===== src/rtl/tw_pkg.sv =====
package tw_pkg;

  localparam int TW_DW    = 8;
  localparam int TW_CW    = $clog2(TW_DW + 1);
  localparam int TW_CTL_W = TW_CW + 3;

  typedef struct packed {
    logic             wait_rdy;
    logic             float_sd;
    logic             rd;
    logic [TW_CW-1:0] cnt;
  } tw_ctl_t;

  typedef enum logic [1:0] {
    ST_IDLE,
    ST_LOW,
    ST_HIGH,
    ST_WAIT
  } tw_state_e;

  // Clamp the requested bit count to the register width.
  function automatic logic [TW_CW-1:0] tw_clamp(input logic [TW_CW-1:0] c);
    if (c > TW_CW'(TW_DW)) return TW_CW'(TW_DW);
    return c;
  endfunction

  function automatic tw_ctl_t tw_decode(input logic [TW_CTL_W-1:0] w);
    tw_ctl_t d;
    d.cnt      = tw_clamp(w[TW_CW-1:0]);
    d.rd       = w[TW_CW];
    d.float_sd = w[TW_CW+1];
    d.wait_rdy = w[TW_CW+2];
    return d;
  endfunction

  // Receive step: new bit enters at the bottom.
  function automatic logic [TW_DW-1:0] tw_shift_in(input logic [TW_DW-1:0] q,
                                                   input logic b);
    return {q[TW_DW-2:0], b};
  endfunction

  // Transmit step: MSB leaves, zero fills at the bottom.
  function automatic logic [TW_DW-1:0] tw_shift_out(input logic [TW_DW-1:0] q);
    return {q[TW_DW-2:0], 1'b0};
  endfunction

endpackage


===== src/rtl/tw_halfclk.sv =====
module tw_halfclk #(
  parameter int HALF_DIV = 4
) (
  input  logic clk,
  input  logic rst_n,
  input  logic run,
  output logic half_done
);
  localparam int CW = (HALF_DIV > 1) ? $clog2(HALF_DIV) : 1;

  logic [CW-1:0] cnt_q;

  assign half_done = run && (cnt_q == CW'(HALF_DIV - 1));

  always_ff @(posedge clk or negedge rst_n) begin
    if (!rst_n)                 cnt_q <= '0;
    else if (!run || half_done) cnt_q <= '0;
    else                        cnt_q <= cnt_q + 1'b1;
  end
endmodule


===== src/rtl/tw_ready_det.sv =====
module tw_ready_det (
  input  logic clk,
  input  logic rst_n,
  input  logic sd_i,
  output logic sd_rise
);
  logic prev_q;

  // The line has a pull-up, so the previous value resets to 1.
  always_ff @(posedge clk or negedge rst_n) begin
    if (!rst_n) prev_q <= 1'b1;
    else        prev_q <= sd_i;
  end

  assign sd_rise = sd_i & ~prev_q;
endmodule


===== src/rtl/tw_shreg.sv =====
module tw_shreg
  import tw_pkg::*;
(
  input  logic             clk,
  input  logic             rst_n,
  input  logic             clr,
  input  logic             load,
  input  logic [TW_DW-1:0] load_val,
  input  logic             shl_in,
  input  logic             shl_out,
  input  logic             in_bit,
  output logic [TW_DW-1:0] q
);
  always_ff @(posedge clk or negedge rst_n) begin
    if (!rst_n)       q <= '0;
    else if (clr)     q <= '0;
    else if (load)    q <= load_val;
    else if (shl_in)  q <= tw_shift_in(q, in_bit);
    else if (shl_out) q <= tw_shift_out(q);
  end
endmodule


===== src/rtl/tw_eeprom_shifter.sv =====
module tw_eeprom_shifter
  import tw_pkg::*;
#(
  parameter int HALF_DIV = 4
) (
  input  logic                clk,
  input  logic                rst_n,
  input  logic                ctl_wr,
  input  logic [TW_CTL_W-1:0] ctl_wdata,
  input  logic                data_wr,
  input  logic [TW_DW-1:0]    data_wdata,
  output logic [TW_DW-1:0]    data_q,
  output logic                busy,
  output logic                done_irq,
  output logic                sck,
  output logic                sd_o,
  output logic                sd_oe,
  input  logic                sd_i
);

  tw_state_e        state_q, state_d;
  tw_ctl_t          ctl_q, dec;
  logic [TW_CW-1:0] left_q;
  logic             sck_q, oe_q, busy_d1;
  logic             run, half_done, sd_rise;

  // Named internal events (also observed by the checker)
  logic accept_evt, start_xfer, start_wait;
  logic low_end, high_end, last_bit, wait_eff;
  logic sck_rise_evt, shift_evt, xfer_read, in_wait;
  logic sh_clr, sh_load, sh_in, sh_out;

  assign dec        = tw_decode(ctl_wdata);
  assign busy       = (state_q != ST_IDLE);
  assign accept_evt = ctl_wr && !busy;
  assign start_xfer = accept_evt && (dec.cnt != '0);
  assign start_wait = accept_evt && (dec.cnt == '0) && dec.wait_rdy && dec.float_sd;

  assign run      = (state_q == ST_LOW) || (state_q == ST_HIGH);
  assign low_end  = (state_q == ST_LOW)  && half_done;
  assign high_end = (state_q == ST_HIGH) && half_done;
  assign last_bit = (left_q == TW_CW'(1));
  assign wait_eff = ctl_q.wait_rdy && ctl_q.float_sd;

  assign sck_rise_evt = low_end;
  assign xfer_read    = ctl_q.rd;
  assign in_wait      = (state_q == ST_WAIT);

  assign sh_clr    = start_xfer && dec.rd;
  assign sh_load   = data_wr && !busy;
  assign sh_in     = low_end && ctl_q.rd;
  assign sh_out    = high_end && !ctl_q.rd;
  assign shift_evt = sh_in || sh_out;

  tw_halfclk #(.HALF_DIV(HALF_DIV)) u_halfclk (
    .clk       (clk),
    .rst_n     (rst_n),
    .run       (run),
    .half_done (half_done)
  );

  tw_ready_det u_ready (
    .clk     (clk),
    .rst_n   (rst_n),
    .sd_i    (sd_i),
    .sd_rise (sd_rise)
  );

  tw_shreg u_shreg (
    .clk      (clk),
    .rst_n    (rst_n),
    .clr      (sh_clr),
    .load     (sh_load),
    .load_val (data_wdata),
    .shl_in   (sh_in),
    .shl_out  (sh_out),
    .in_bit   (sd_i),
    .q        (data_q)
  );

  always_comb begin
    state_d = state_q;
    unique case (state_q)
      ST_IDLE: begin
        if (start_xfer)      state_d = ST_LOW;
        else if (start_wait) state_d = ST_WAIT;
      end
      ST_LOW:  if (low_end) state_d = ST_HIGH;
      ST_HIGH: begin
        if (high_end) begin
          if (!last_bit)     state_d = ST_LOW;
          else if (wait_eff) state_d = ST_WAIT;
          else               state_d = ST_IDLE;
        end
      end
      ST_WAIT: if (sd_rise) state_d = ST_IDLE;
      default: state_d = ST_IDLE;
    endcase
  end

  always_ff @(posedge clk or negedge rst_n) begin
    if (!rst_n) begin
      state_q <= ST_IDLE;
      ctl_q   <= '0;
      left_q  <= '0;
      sck_q   <= 1'b0;
      oe_q    <= 1'b0;
      busy_d1 <= 1'b0;
    end else begin
      state_q <= state_d;
      busy_d1 <= busy;
      if (accept_evt) begin
        ctl_q  <= dec;
        left_q <= dec.cnt;
      end else if (high_end) begin
        left_q <= left_q - 1'b1;
      end
      if (low_end)       sck_q <= 1'b1;
      else if (high_end) sck_q <= 1'b0;
      // Output enable: released for reads and waits, driven for writes,
      // then set by the float bit from the last rising edge onward.
      if (start_xfer)               oe_q <= !dec.rd;
      else if (start_wait)          oe_q <= 1'b0;
      else if (accept_evt)          oe_q <= !dec.float_sd;
      else if (low_end && last_bit) oe_q <= !ctl_q.float_sd;
    end
  end

  assign sck      = sck_q;
  assign sd_oe    = oe_q;
  assign sd_o     = data_q[TW_DW-1];
  assign done_irq = busy_d1 && !busy;

endmodule


===== config.mk =====
export PLATFORM = sky130hd
export DESIGN_NAME = tw_eeprom_shifter
export DESIGN_NICKNAME = d
export VERILOG_FILES = /design/src/rtl/tw_pkg.sv /design/src/rtl/tw_halfclk.sv /design/src/rtl/tw_ready_det.sv /design/src/rtl/tw_shreg.sv /design/src/rtl/tw_eeprom_shifter.sv
export SDC_FILE = /design/constraint.sdc
export NUM_CORES = 1
export LEC_CHECK = 0
export BUFFER_PORTS_ARGS = -buffer_cell sky130_fd_sc_hd__buf_2
export CORE_UTILIZATION = 50
export CTS_CLUSTER_SIZE = 28
export DETAILED_ROUTE_END_ITERATION = 7
export GPL_TIMING_DRIVEN = 0
export PLACE_DENSITY = 0.86
export SYNTH_ARGS = -nofsm -noshare
export SYNTH_HDL_FRONTEND = slang
export SYNTH_SLANG_ARGS = --single-unit
export TNS_END_PERCENT = 30

===== constraint.sdc =====
create_clock -name clk -period 2.1 [get_ports clk]
set_input_delay 0.42 -clock clk [delete_from_list [all_inputs] [get_ports clk]]
set_output_delay 0.42 -clock clk [all_outputs]
set_load 0.02 [all_outputs]

After elaboration in Yosys (flattened, before gate mapping):

Index checks and enable logic that the tools add are counted.

* flip-flop bits (word level): 23
* input port bits: 20
* output and inout bits: 13
* word-level logic and storage cells: 81

* add/subtract/negate cells: 2
* magnitude comparators: 1
* equal/unequal tests: 9
* mux-type cells: 24
* bitwise operators: 2
* reduce and logical (&&, ||, !) cells: 32

Operators by type and width (count)
* $mux W8: 4
* $mux W2: 8
* $mux W4: 4
* $logic_and A1 B1 Y1: 15
* $reduce_bool A4 Y1: 3
* $pmux W2 S4: 1
* $mux W1: 7
* $eq A2 B2 Y1 const B: 3
* $logic_not A1 Y1: 6
* $ne A2 B2 Y1 const B: 3
* $reduce_bool A2 Y1: 3
* $eq A4 B1 Y1 const B: 1
* $gt A4 B4 Y1 const B: 1
* $logic_not A4 Y1: 1
* $reduce_and A4 Y1: 1
* $sub A4 B1 Y4 const B: 1
* $ne A3 B3 Y1 const B: 1
* $add A2 B1 Y2 const B: 1
* $eq A2 B1 Y1 const B: 1
* $logic_not A2 Y1: 1
* $logic_or A1 B1 Y1: 2
* $and A1 B1 Y1: 1
* $not A1 Y1: 1

Logic depth before layout (Yosys ltp):

* depth in word-level cells: 10
* gate-level depth with buffers: 7
* depth with buffers taken out: 6

Cells and area by module:

A second synthesis with hierarchy kept.

* cells, all modules: 119
* area total of the unflattened synthesis: 1306.3 sq um

Modules (own cells, without submodules)
* tw_eeprom_shifter: instances 1, cells each 74, area each 750.7 sq um, seq. area each 300.3 sq um
* tw_shreg: instances 1, cells each 37, area each 424.2 sq um, seq. area each 200.2 sq um
* tw_halfclk: instances 1, cells each 6, area each 91.3 sq um, seq. area each 50.0 sq um
* tw_ready_det: instances 1, cells each 2, area each 40.0 sq um, seq. area each 26.3 sq um

Least setup slack after synthesis:

No wires, ideal clock.

* path kind: flip-flop to flip-flop
* start: reg state_q[0]
* end: reg oe_q, in the netlist sd_oe
* library setup time: 136 ps
* arrival: 1424 ps
* data required time: 1964 ps
* slack: 540 ps
* stages on the path, launching flop included: 8
* buffers on the path: 1
* period minus slack after synthesis: 1560 ps
* cells stage by stage: dfrtp_1 -> inv_1 -> ha_1 -> and2_0 -> buf_2 -> a31o_2 -> o211ai_1 -> o21ai_0

* longest elaborated chain between the ends: 8
* elaborated cells between the ends (all ways): 17
* classes of those cells: eq/ne: 2; mux: 3; reduce/logical: 12

RTL lines
* start: declaration: RTL line tw_eeprom_shifter.sv:21 `tw_state_e state_q, state_d;`
* start signal: assignment: RTL line tw_eeprom_shifter.sv:110 `state_q <= state_d;`
* $reduce_bool A2 Y1: RTL line tw_eeprom_shifter.sv:34 `assign busy = (state_q != ST_IDLE);`
* $logic_not A1 Y1: RTL line tw_eeprom_shifter.sv:35 `assign accept_evt = ctl_wr && !busy;`
* $logic_and A1 B1 Y1: RTL line tw_eeprom_shifter.sv:35
* $logic_and A1 B1 Y1 (3 in series): RTL line tw_eeprom_shifter.sv:37 `assign start_wait = accept_evt && (dec.cnt == '0) && dec.wait_rdy && dec.float_sd;`
* $mux W1: RTL line tw_eeprom_shifter.sv:123 `else if (start_wait) oe_q <= 1'b0;`
* $mux W1: RTL line tw_eeprom_shifter.sv:122 `if (start_xfer) oe_q <= !dec.rd;`
* end signal: assignment: RTL line tw_eeprom_shifter.sv:122
* end signal: assignment: RTL line tw_eeprom_shifter.sv:124 `else if (accept_evt) oe_q <= !dec.float_sd;`
* end signal: assignment: RTL line tw_eeprom_shifter.sv:125 `else if (low_end && last_bit) oe_q <= !ctl_q.float_sd;`
* end: declaration: RTL line tw_eeprom_shifter.sv:24 `logic sck_q, oe_q, busy_d1;`

Parallel ways exist; a longest one is shown, timed or not.
A chain may end at the register's enable or synchronous reset.

Final worst setup path:

* start: reg state_q[0]
* end: out done_irq

* longest elaborated chain between the ends: 3

RTL lines
* $reduce_bool A2 Y1: RTL line tw_eeprom_shifter.sv:34
* $logic_not A1 Y1: RTL line tw_eeprom_shifter.sv:132 `assign done_irq = busy_d1 && !busy;`
* $logic_and A1 B1 Y1: RTL line tw_eeprom_shifter.sv:132
* end: declaration: RTL line tw_eeprom_shifter.sv:14 `output logic done_irq,`

Every way passes these cells.

==> key figures <==
Logic synthesis
  • Top post-synthesis cells by area: dfrtp_1, mux2i_1, ha_1, o2bb2ai_1, inv_1
  • Post-Synthesis Cells: 117
  • Mean Syn Cell Area: 11.06 um^2
  • Post-synth net total: 145
  • Post-synth top area share: 42.55%
  • YS warnings: 0
  • Sequential fraction of the synthesis area: 44.58%
  • Mapped cell area: 1294 um^2
  • Synth unique cells: 35
  • #FFs+latches synth: 23
  • Yosys top cell by area: dfrtp_1

Timing
  • Fin crit share: 91.95%
  • Pins Over Slew Limit: 0
  • Final hold vios: 0
  • Fmax achieved: 0.5179 GHz
  • Tmin final: 1.931 ns
  • Slew HR: 64.06%
  • Final setup viols: 0
  • RSZ-0062 raised after global routing: false
  • Final clock skew: 0.001688 ns
  • Sum of negative setup slack: 0 ns
  • Slew @ Worst Pin: 0.5380 ns

Pwr
  • Flop pwr share: 37.5%
  • Pwr/cell area: 1399 nW/um^2
  • Clock share of power: 9.7%
  • Net Sw Frac: 44.88%
  • Leakage: 0.7109 nW
  • Internal power: 0.001171 W
  • Peak VDD IR: 0.0009784 V
  • Comb power frac: 52.8%
  • Net switching power: 0.0009537 W

Clocking
  • CTS max path bufs: 2
  • # H-tree levels: 1
  • Clock Sinks: 23
  • Clock slew seen by the registers of the worst setup and hold paths: 0.13 ns
  • TritonCTS clock tree: yes
  • Insertion delay to the later sink of the worst-skew pair: 0.31 ns
  • Postcts setup bufs: 0
  • Root Buffer: clkbuf_4
  • Post-CTS sizing: 0
  • CTS Buf Count: 3
  • Hold-fix buffers at CTS: 0

Routing
  • Residual DRC count: 0
  • Initial DRC Count: 32
  • Antenna-violating nets left: 0
  • Vias per Instance: 5.579
  • Via Count: 1,021
  • Drt wl/cell: 14.70 um
  • Final WL: 2690 um
  • DR pass1 iterations: 4

Floorplan
  • Core area: 2455 um^2
  • Die area: 2795 um^2
  • Initial Util: 52.70%
  • Row Count: 18
  • Die H: 52.87 um
  • Io pins: 33
  • DIE WIDTH: 52.87 um

Critical path
  • Nature of the critical path startpoint: register
  • End of the worst register-to-register path: sd_oe$_DFFE_PN0P_
  • Reg2reg path depth: 6
  • Crit path max fanout: 6
  • Critical Setup Path Class: register to output pin
  • Endpoint class of the critical path: output pin
  • RR Startpoint: state_q[0]$_DFFE_PN0P_
  • Worst EP required: 1.68 ns
  • R2R setup slack: 0.23 ns
  • CP Data Arrival Time: 1.51 ns

Flow run
  • Max cap viols: 0

Placement
  • GP Congestion: 0.7544
  • DP HPWL: 2050 um
  • Port Buffer Count: 32
  • Cells after DPL: 179

Min path
  • Hold Crit Class: primary input to asynchronous set/reset pin

Final layout
  • Multi-input gate area: 658.1 um^2
  • Most frequent cells in the layout: buf_2, dfrtp_1, mux2i_1, inv_1
  • Final net count: 182
  • Layout Cells excl Fill: 183
  • # fillers: 207
  • Layout cells sized above 1: 32.03%
  • # diodes: 0
  • Most common cell after layout, fill and taps aside: buf_2
  • Sequential Area: 576.8 um^2
  • Layout Area Growth over Synthesis: 17.41%

Global routing
  • First-pass GRT wire length: 4243 um
  • Largest net degree at the start of global routing: 24
  • Initial antenna violation count: 0
  • GRT Overall Usage: 21.75%
  • Vias in the first global route: 956
  • Total gr overflow: 0

Outcome
  • Status: completed
==> power groups by stage <==
stage | Sequential [W] | Combinational [W] | Clock (W)
after floorplan | 0.000873 | 0.000719 | 0
after global placement | 0.000784 | 0.00106 | 0
after detailed placement | 0.000805 | 0.00111 | 0
after CTS | 0.000796 | 0.00112 | 0.000211
after global routing | 0.000820 | 0.00125 | 0.000229
final | 0.000797 | 0.00112 | 0.000206
==> layer usage <==
layer  track usage [%]  up-vias  share of wire (%)
met5                 0        -                  0
met4             10.09        0                1.7
met3             2.874        4                5.1
met2             38.61       38                 50
met1             25.74      487                 43
li1                  -      492                  -
==> cells by family (layout without fill, tap and decap cells) <==
kind of cell	Yosys count	after routing	synth area share, %
DFF	23	23	44.58
and+or+nand+nor	27	27	12.86
muxes	13	13	10.16
xor gates and xnor gates	3	3	2.031
buffers and inverters	14	50	4.546
AOI/OAI and AO/OA	29	29	18.09
adders and majority gates	8	8	7.737
==> state kept, by name, indices dropped and copies added, names as in the netlist, 2 cells and up <==
| signal | count |
|---|---|
| ctl_q | 2 |
| left_q | 4 |
| u_halfclk.cnt_q | 2 |
| u_shreg.q | 8 |
| state_q | 2 |
==> cell usage after synthesis <==
cell type / instances
a221oi_1: 1
and2_1: 1
nor2_1: 5
o2bb2ai_1: 8
clkbuf_1: 1
mux2i_1: 12
a22o_1: 2
nand3_2: 1
a21oi_4: 1
nor4_4: 1
o21ai_0: 4
inv_1: 10
nand4_1: 1
dfstp_2: 1
mux2_2: 1
o22ai_1: 1
nand3_1: 3
o211ai_1: 1
buf_4: 1
nor2_4: 2
nor4_1: 1
xnor2_1: 2
and2_0: 1
dfrtp_1: 22
o31ai_4: 1
a31o_2: 1
o221ai_2: 1
buf_2: 2
ha_1: 8
and3b_1: 1
a22oi_1: 1
xor2_1: 1
a21oi_1: 7
nor3b_1: 2
nand2_1: 8
==> worst max-delay path by stage <==
stage                                 startpoint                        to  slack (ns)
after floorplan           state_q[0]$_DFFE_PN0P_         sd_oe$_DFFE_PN0P_        0.54
after global placement    state_q[0]$_DFFE_PN0P_  u_shreg.q[3]$_DFFE_PN0P_        0.33
after detailed placement  state_q[0]$_DFFE_PN0P_  u_shreg.q[6]$_DFFE_PN0P_        0.28
after CTS                 state_q[0]$_DFFE_PN0P_                  done_irq        0.17
after global routing      state_q[0]$_DFFE_PN0P_  u_shreg.q[6]$_DFFE_PN0P_        0.09
final                     state_q[0]$_DFFE_PN0P_                  done_irq        0.17
==> worst max-delay path: stages, from the launching register on <==
cell and delay, ns:
dfrtp_1 0.43, inv_1 0.14, ha_1 0.31, and2_1 0.17, buf_2 0.15
==> final cells by class <==
| type | instances | share of cell area, % |
|---|---|---|
| buffer | 4 | 1.400 |
| clock buffer | 3 | 1.483 |
| clock inverter | 1 | 0.3295 |
| inverter | 10 | 2.471 |
| multi-input combinational | 80 | 43.33 |
| sequential | 23 | 37.97 |
| tap | 30 | 2.471 |
| timing repair buffer | 32 | 10.54 |
==> through the flow <==
step                      hold slack (ns)  util, %  total power [W]  worst slack, ns  cell area (um^2)
after global routing              0.08764    61.88         0.002295          0.08794              1519
after global placement             0.4126    60.75         0.001847           0.3275              1491
final                             0.05556    61.88         0.002125           0.1691              1519
after detailed placement           0.4140    60.75         0.001917           0.2824              1491
after CTS                         0.06395    61.88         0.002127           0.1687              1519
after floorplan                    0.1244        -         0.001592           0.5397              1294
(Power assumes the default switching activity.)
